[src/rtl/irq_dlv_pkg.sv]
package irq_dlv_pkg;
  localparam int unsigned REG_DW = 32;

  localparam int unsigned CTRL_OFS   = 0;
  localparam int unsigned MASK_OFS   = 1;
  localparam int unsigned ENTRY_BASE = 2;

  localparam int unsigned B_MSG_EN  = 0;
  localparam int unsigned B_LEG_DIS = 1;
  localparam int unsigned B_FMASK   = 2;
  localparam int unsigned B_LEG_CLR = 3;

  typedef struct packed {
    logic msg_en;
    logic leg_dis;
    logic func_mask;
  } dlv_cfg_t;
endpackage

[src/rtl/irq_cfg_regs.sv]
module irq_cfg_regs
  import irq_dlv_pkg::*;
#(
  parameter int unsigned NUM_VEC = 4,
  parameter int unsigned ADDR_W  = 32,
  parameter int unsigned DATA_W  = 32,
  parameter int unsigned REG_AW  = 4
) (
  input  logic                           clk_i,
  input  logic                           rst_ni,
  input  logic                           we_i,
  input  logic [REG_AW-1:0]              addr_i,
  input  logic [REG_DW-1:0]              wdata_i,
  output dlv_cfg_t                       cfg_o,
  output logic                           leg_clr_o,
  output logic [NUM_VEC-1:0]             mask_o,
  output logic [NUM_VEC-1:0][ADDR_W-1:0] ent_addr_o,
  output logic [NUM_VEC-1:0][DATA_W-1:0] ent_data_o
);
  logic ctrl_hit, mask_hit;

  assign ctrl_hit  = we_i && (addr_i == REG_AW'(CTRL_OFS));
  assign mask_hit  = we_i && (addr_i == REG_AW'(MASK_OFS));
  assign leg_clr_o = ctrl_hit && wdata_i[B_LEG_CLR];

  always_ff @(posedge clk_i or negedge rst_ni) begin
    if (!rst_ni) begin
      cfg_o  <= '0;
      mask_o <= '1;
    end else begin
      if (ctrl_hit) begin
        cfg_o.msg_en    <= wdata_i[B_MSG_EN];
        cfg_o.leg_dis   <= wdata_i[B_LEG_DIS];
        cfg_o.func_mask <= wdata_i[B_FMASK];
      end
      if (mask_hit) mask_o <= wdata_i[NUM_VEC-1:0];
    end
  end

  for (genvar i = 0; i < NUM_VEC; i++) begin : g_ent
    logic a_hit, d_hit;
    assign a_hit = we_i && (addr_i == REG_AW'(ENTRY_BASE + 2*i));
    assign d_hit = we_i && (addr_i == REG_AW'(ENTRY_BASE + 2*i + 1));
    always_ff @(posedge clk_i or negedge rst_ni) begin
      if (!rst_ni) begin
        ent_addr_o[i] <= '0;
        ent_data_o[i] <= '0;
      end else begin
        if (a_hit) ent_addr_o[i] <= wdata_i[ADDR_W-1:0];
        if (d_hit) ent_data_o[i] <= wdata_i[DATA_W-1:0];
      end
    end
  end
endmodule

[src/rtl/irq_vec_state.sv]
module irq_vec_state #(
  parameter int unsigned NUM_VEC = 4,
  parameter int unsigned ADDR_W  = 32,
  parameter int unsigned DATA_W  = 32
) (
  input  logic                           clk_i,
  input  logic                           rst_ni,
  input  logic                           msg_en_i,
  input  logic                           func_mask_i,
  input  logic [NUM_VEC-1:0]             mask_i,
  input  logic [NUM_VEC-1:0]             event_i,
  input  logic [NUM_VEC-1:0]             clr_i,
  input  logic [NUM_VEC-1:0][ADDR_W-1:0] ent_addr_i,
  input  logic [NUM_VEC-1:0][DATA_W-1:0] ent_data_i,
  output logic [NUM_VEC-1:0]             pend_o,
  output logic [NUM_VEC-1:0]             elig_o,
  output logic [NUM_VEC-1:0][ADDR_W-1:0] c_addr_o,
  output logic [NUM_VEC-1:0][DATA_W-1:0] c_data_o
);
  for (genvar i = 0; i < NUM_VEC; i++) begin : g_vec
    logic masked;
    assign masked    = mask_i[i] | func_mask_i;
    assign elig_o[i] = pend_o[i] & ~masked & msg_en_i;

    // set wins over clear: a fresh event is never merged into an accepted one
    always_ff @(posedge clk_i or negedge rst_ni) begin
      if (!rst_ni) pend_o[i] <= 1'b0;
      else if (event_i[i] && msg_en_i) pend_o[i] <= 1'b1;
      else if (clr_i[i]) pend_o[i] <= 1'b0;
    end

    // cache tracks the entry while masked, frozen while unmasked
    always_ff @(posedge clk_i or negedge rst_ni) begin
      if (!rst_ni) begin
        c_addr_o[i] <= '0;
        c_data_o[i] <= '0;
      end else if (masked) begin
        c_addr_o[i] <= ent_addr_i[i];
        c_data_o[i] <= ent_data_i[i];
      end
    end
  end
endmodule

[src/rtl/irq_msg_out.sv]
module irq_msg_out #(
  parameter int unsigned NUM_VEC = 4,
  parameter int unsigned ADDR_W  = 32,
  parameter int unsigned DATA_W  = 32
) (
  input  logic                           clk_i,
  input  logic                           rst_ni,
  input  logic [NUM_VEC-1:0]             elig_i,
  input  logic [NUM_VEC-1:0][ADDR_W-1:0] c_addr_i,
  input  logic [NUM_VEC-1:0][DATA_W-1:0] c_data_i,
  output logic [NUM_VEC-1:0]             clr_o,
  output logic                           valid_o,
  input  logic                           ready_i,
  output logic [ADDR_W-1:0]              addr_o,
  output logic [DATA_W-1:0]              data_o
);
  localparam int unsigned IDX_W = (NUM_VEC > 1) ? $clog2(NUM_VEC) : 1;

  logic [NUM_VEC-1:0] pick_oh, sel_q;
  logic [IDX_W-1:0]   pick_idx;
  logic               found, accept;

  always_comb begin
    pick_oh  = '0;
    pick_idx = '0;
    found    = 1'b0;
    for (int i = 0; i < NUM_VEC; i++) begin
      if (elig_i[i] && !found) begin
        found      = 1'b1;
        pick_oh[i] = 1'b1;
        pick_idx   = IDX_W'(i);
      end
    end
  end

  assign accept = valid_o && ready_i;
  assign clr_o  = accept ? sel_q : '0;

  always_ff @(posedge clk_i or negedge rst_ni) begin
    if (!rst_ni) begin
      valid_o <= 1'b0;
      sel_q   <= '0;
      addr_o  <= '0;
      data_o  <= '0;
    end else if (accept) begin
      valid_o <= 1'b0;
      sel_q   <= '0;
    end else if (!valid_o && found) begin
      valid_o <= 1'b1;
      sel_q   <= pick_oh;
      addr_o  <= c_addr_i[pick_idx];
      data_o  <= c_data_i[pick_idx];
    end
  end
endmodule

[src/rtl/irq_legacy.sv]
module irq_legacy #(
  parameter int unsigned NUM_VEC = 4
) (
  input  logic               clk_i,
  input  logic               rst_ni,
  input  logic               msg_en_i,
  input  logic               leg_dis_i,
  input  logic               clr_i,
  input  logic [NUM_VEC-1:0] event_i,
  output logic               pend_o,
  output logic               irq_o
);
  always_ff @(posedge clk_i or negedge rst_ni) begin
    if (!rst_ni) pend_o <= 1'b0;
    else if (!msg_en_i && |event_i) pend_o <= 1'b1;
    else if (clr_i) pend_o <= 1'b0;
  end

  assign irq_o = pend_o & ~msg_en_i & ~leg_dis_i;
endmodule

[src/rtl/irq_delivery_ctrl.sv]
module irq_delivery_ctrl
  import irq_dlv_pkg::*;
#(
  parameter int unsigned NUM_VEC = 4,
  parameter int unsigned ADDR_W  = 32,
  parameter int unsigned DATA_W  = 32,
  localparam int unsigned REG_AW = $clog2(ENTRY_BASE + 2*NUM_VEC)
) (
  input  logic               clk_i,
  input  logic               rst_ni,
  input  logic [NUM_VEC-1:0] event_i,
  input  logic               reg_we_i,
  input  logic [REG_AW-1:0]  reg_addr_i,
  input  logic [REG_DW-1:0]  reg_wdata_i,
  output logic               msg_valid_o,
  input  logic               msg_ready_i,
  output logic [ADDR_W-1:0]  msg_addr_o,
  output logic [DATA_W-1:0]  msg_data_o,
  output logic               legacy_irq_o,
  output logic               legacy_pend_o,
  output logic [NUM_VEC-1:0] vec_pend_o
);
  dlv_cfg_t                       cfg;
  logic                           leg_clr;
  logic [NUM_VEC-1:0]             mask, elig, clr;
  logic [NUM_VEC-1:0][ADDR_W-1:0] ent_addr, c_addr;
  logic [NUM_VEC-1:0][DATA_W-1:0] ent_data, c_data;

  irq_cfg_regs #(.NUM_VEC(NUM_VEC), .ADDR_W(ADDR_W), .DATA_W(DATA_W), .REG_AW(REG_AW)) u_regs (
    .clk_i, .rst_ni,
    .we_i(reg_we_i), .addr_i(reg_addr_i), .wdata_i(reg_wdata_i),
    .cfg_o(cfg), .leg_clr_o(leg_clr), .mask_o(mask),
    .ent_addr_o(ent_addr), .ent_data_o(ent_data)
  );

  irq_vec_state #(.NUM_VEC(NUM_VEC), .ADDR_W(ADDR_W), .DATA_W(DATA_W)) u_vec (
    .clk_i, .rst_ni,
    .msg_en_i(cfg.msg_en), .func_mask_i(cfg.func_mask), .mask_i(mask),
    .event_i, .clr_i(clr),
    .ent_addr_i(ent_addr), .ent_data_i(ent_data),
    .pend_o(vec_pend_o), .elig_o(elig), .c_addr_o(c_addr), .c_data_o(c_data)
  );

  irq_msg_out #(.NUM_VEC(NUM_VEC), .ADDR_W(ADDR_W), .DATA_W(DATA_W)) u_out (
    .clk_i, .rst_ni,
    .elig_i(elig), .c_addr_i(c_addr), .c_data_i(c_data), .clr_o(clr),
    .valid_o(msg_valid_o), .ready_i(msg_ready_i),
    .addr_o(msg_addr_o), .data_o(msg_data_o)
  );

  irq_legacy #(.NUM_VEC(NUM_VEC)) u_leg (
    .clk_i, .rst_ni,
    .msg_en_i(cfg.msg_en), .leg_dis_i(cfg.leg_dis), .clr_i(leg_clr),
    .event_i, .pend_o(legacy_pend_o), .irq_o(legacy_irq_o)
  );
endmodule

[config.mk]
export PLATFORM = sky130hd
export DESIGN_NAME = irq_delivery_ctrl
export DESIGN_NICKNAME = d
export VERILOG_FILES = /design/src/rtl/irq_dlv_pkg.sv /design/src/rtl/irq_cfg_regs.sv /design/src/rtl/irq_vec_state.sv /design/src/rtl/irq_msg_out.sv /design/src/rtl/irq_legacy.sv /design/src/rtl/irq_delivery_ctrl.sv
export SDC_FILE = /design/constraint.sdc
export NUM_CORES = 1
export LEC_CHECK = 0
export BUFFER_PORTS_ARGS = -buffer_cell sky130_fd_sc_hd__buf_2
export CORE_MARGIN = 1.5
export CORE_UTILIZATION = 60
export DETAILED_ROUTE_END_ITERATION = 6
export PLACE_DENSITY = 0.78
export RECOVER_POWER = 100
export SYNTH_ARGS = -nofsm -noshare
export SYNTH_HDL_FRONTEND = slang
export SYNTH_HIERARCHICAL = 1
export SYNTH_SLANG_ARGS = --single-unit
export TNS_END_PERCENT = 10
[constraint.sdc]
create_clock -name clk_i -period 3 [get_ports clk_i]
set_input_delay 0.15 -clock clk_i [delete_from_list [all_inputs] [get_ports clk_i]]
set_output_delay 0.15 -clock clk_i [all_outputs]
set_load 0.05 [all_outputs]
==> results.md <==
- Syn avg cell area: 14.95 um2
- RSZ-0062 raised after global routing: false
- Synthesis warning total: 6
- CTS sink cnt: 593
- Clock-pin slew on the worst setup and hold paths: 0.06 ns
- CP required: 3.47 ns
- Maximum vdd drop: 0.5814 mV
- CP Capture Type: flop
- Post-synth EDFFs: 0
- Crit-path max FO: 30
- Asr flop ratio synth: between 90% and 100%
- CTS Buf Count: 59
- Post-DP HPWL: 32.56 mm
- Final Slew Violations: between 150 and 200
- Crit Path Category: flop to flop
- Fmax: about 350 MHz
- Critical path startpoint category: flop
- Cells after DPL: approximately 2200
- Delay-heaviest family, CP: buffers and inverters
- Period utilization: 94.64%
- Fin crit period: between 2 and 3 ns
- Final wirelength: 61.42 mm
- DR vias: 15230
- GRT overflow: 0
- Syn-to-layout area delta: 13.29%
- Rel. slew slack: -67.66%
- DIE HEIGHT: 204.3 um
- Synth cell types: 44
- Setup crit end: u_vec/c_data_o[55]
- Largest net degree at the start of global routing: approximately 130
- Seq. cell area: 14840 um2
- Min-Delay Startpoint: reg_wdata_i[1]
- Hold Path Class: primary input to flop
- Share of cells above drive strength 1: 37.90%
- Layout Nets: 1807
- Max-cap violations: 4
- CTS resizes: 0
- CP max stage delay: around 0.9 ns
- Synth Cell Area: 24300 um2
- Initial Util: between 60% and 70%
- Core Area: roughly 40000 um2
- Gr usage total: 30.05%
- WP data arrival: between 3 and 4 ns
- Vias per std cell: 6.519
- PortBufs: 114
- Worst-Margin Slew: ~2.5 ns
- Post-Layout Cell Count: 2336
- Antenna viol nets, final: 0
- Worst skew pair latency: 0.60 ns
- Initial antenna violation count: 1
- Max Root-Sink Buffers: 3
- CTS tree: built
- Syn Inst Count: between 1500 and 2000
- Primary FF master, synth: dfrtp_1
- Failing checks: DRC, capacitance limit, slew limit
- H-Tree Depth: 2
- Fillers: between 2000 and 3000
- Area after DPL: 25540 um2
- Reg2reg start: u_regs/cfg_o[0]
- Leak: ~12 nW
- Initial drt markers: 1357
- Setup Skew: 0.01492 ns
- Hold slack: 0.03885 ns
- Final Hold Viols: 0
- R2R depth: 4
- Die W: 204.3 um
- Multi-input logic area: between 8000 and 9000 um2
- Row Count: 73
- WP depth: 4
- Io pins: 115
- Vias in the first global route: 16000
- Die Area: 41720 um2
- CP startpoint: u_regs/cfg_o[0]
- Fin Setup TNS: 0 ns
- Final setup violation count: 0
- DRC: 1
- First-pass GRT wire length: 95.21 mm
- Clock Tree Root: clkbuf_16
- First-pass detailed-route iteration total: 7
- Synthesis-stage register bit count: 593
- Capturing point of the worst reg2reg path: u_vec/c_data_o[55]
- CP max-delay cell: nor2_2
- PD cells: about 1100 nW/um2
- Gp weighted congestion: 0.7900
- Worst-path cell chain: clkbuf_1, nor2_2, clkbuf_4, mux2_2
- Seq/Total Area, Yosys: slightly above 60%
- Buf/Inv on CP: 2
- Routed len/inst: 26.29 um
- R2R Setup Slk: 0.16 ns
- Final instance area: between 20000 and 30000 um2
- Status: finished with violations
- Syn_nets: 1670
==> Yosys cell counts (2+ instances only) <==
master | number | area share [%]
a21oi_1 | 64 | 1.3
a222oi_1 | 63 | 2.6
a31oi_1 | 54 | 1.4
a31oi_2 | 10 | 0.51
a32oi_1 | 63 | 2.3
and3_1 | 7 | 0.18
buf_1 | 5 | 0.077
buf_2 | 31 | 0.64
buf_4 | 29 | 0.90
buf_6 | 9 | 0.42
clkbuf_1 | 51 | 0.79
dfrtp_1 | 589 | 61
dfstp_2 | 4 | 0.43
inv_1 | 7 | 0.11
mux2_1 | 5 | 0.23
mux2_2 | 485 | 22
mux2_4 | 30 | 1.9
nand2_1 | 10 | 0.15
nand2b_1 | 2 | 0.051
nand3b_1 | 4 | 0.12
nor2_1 | 6 | 0.093
nor2_2 | 3 | 0.077
nor2b_1 | 65 | 1.7
nor3_1 | 4 | 0.082
nor3b_2 | 2 | 0.10
o21ai_0 | 4 | 0.082
o22ai_1 | 2 | 0.051
or3_1 | 2 | 0.051
==> flip-flops by register name, summed over array words and instances, names as in the netlist, 32 cells and up <==
signal / flops
u_regs/ent_data_o: 128
u_vec/c_data_o: 128
u_regs/ent_addr_o: 128
u_out/data_o: 32
u_vec/c_addr_o: 128
u_out/addr_o: 32
==> per-layer routing <==
| metal | up-vias | global-route usage (%) | wire, um |
|---|---|---|---|
| met5 | - | 0 | 0 |
| met4 | 0 | 11.55 | 2082 |
| met3 | 160 | 5.389 | 4902 |
| met2 | 678 | 46.33 | 28400 |
| met1 | 7999 | 42.81 | 26030 |
| li1 | 6391 | - | - |
==> layout by cell type, fill, tap and decap left out, types with 13 or more instances in the layout <==
master | netlist | routed
a21oi_1 | 64 | 64
a222oi_1 | 63 | 63
clkbuf_16 | 0 | 61
mux2_2 | 485 | 485
nor2b_1 | 65 | 63
clkbuf_2 | 1 | 14
clkbuf_1 | 51 | 99
buf_2 | 31 | 42
dlygate4sd3_1 | 0 | 38
mux2_1 | 5 | 32
a32oi_1 | 63 | 63
dfrtp_1 | 589 | 589
clkbuf_8 | 0 | 13
a31oi_1 | 54 | 54
==> worst register-to-register path, delay by kind of cell, from the launching register on <==
kind                   cells  cell delay [ns]
multiplexers               1             0.43
AND/OR/NAND/NOR            1             0.92
buffers and inverters      2             0.96
flip-flops                 1             0.41
==> repair_timing <==
item | 4_1_cts | 5_1_grt
setup buffers | 0 | 1
hold buffers | 38 | 0
endpoints found under the setup margin | 0 | 3
endpoints found under the hold margin | 323 | 0
==> stage by stage <==
step / worst slack, ns / total power [mW] / util (%)
after floorplan: 0.6341 / 19.14 / -
after global placement: 0.2610 / 21.67 / 64.13
after detailed placement: 0.1423 / 22.12 / 64.13
after CTS: 0.1108 / 29.80 / 70.12
after global routing: 0.09098 / 30.78 / 69.14
final: 0.1609 / 29.52 / 69.14
==> power breakdown <==
part           internal (mW)  leakage (nW)  switching [mW]
sequential              10.9          7.21            1.82
combinational           3.62          3.65            5.60
clock                   4.55         0.988            3.01
==> cell type report <==
type	instances	area share, %
repair buffers	202	4.781
well taps	525	2.386
multi-input cells	899	31.52
inverters	8	0.1091
clock inverters	15	0.8316
diodes	1	0.009088
clock buffers	93	6.453
flip-flops and latches	593	53.91
==> logic make-up after synthesis <==
group | after synthesis | share of synthesized area, %
buf+inv | 134 | 2.960
flops | 593 | 61.08
compound gates | 266 | 8.412
mux | 520 | 24.56
simple gates | 113 | 2.991
==> how the worst min path moves through the flow <==
stage	endpoint	slack [ns]	cells after the start
floorplan	u_leg/pend_o	-0.15	0
finish	u_regs/ent_data_o[97]	0.04	2
CTS	u_regs/ent_addr_o[33]	0.01	2
detailed placement	u_regs/ent_addr_o[34]	0.27	1
global route	u_regs/ent_addr_o[33]	0.006	2
global placement	u_regs/ent_addr_o[34]	0.27	1
(Power assumes the default switching activity.)
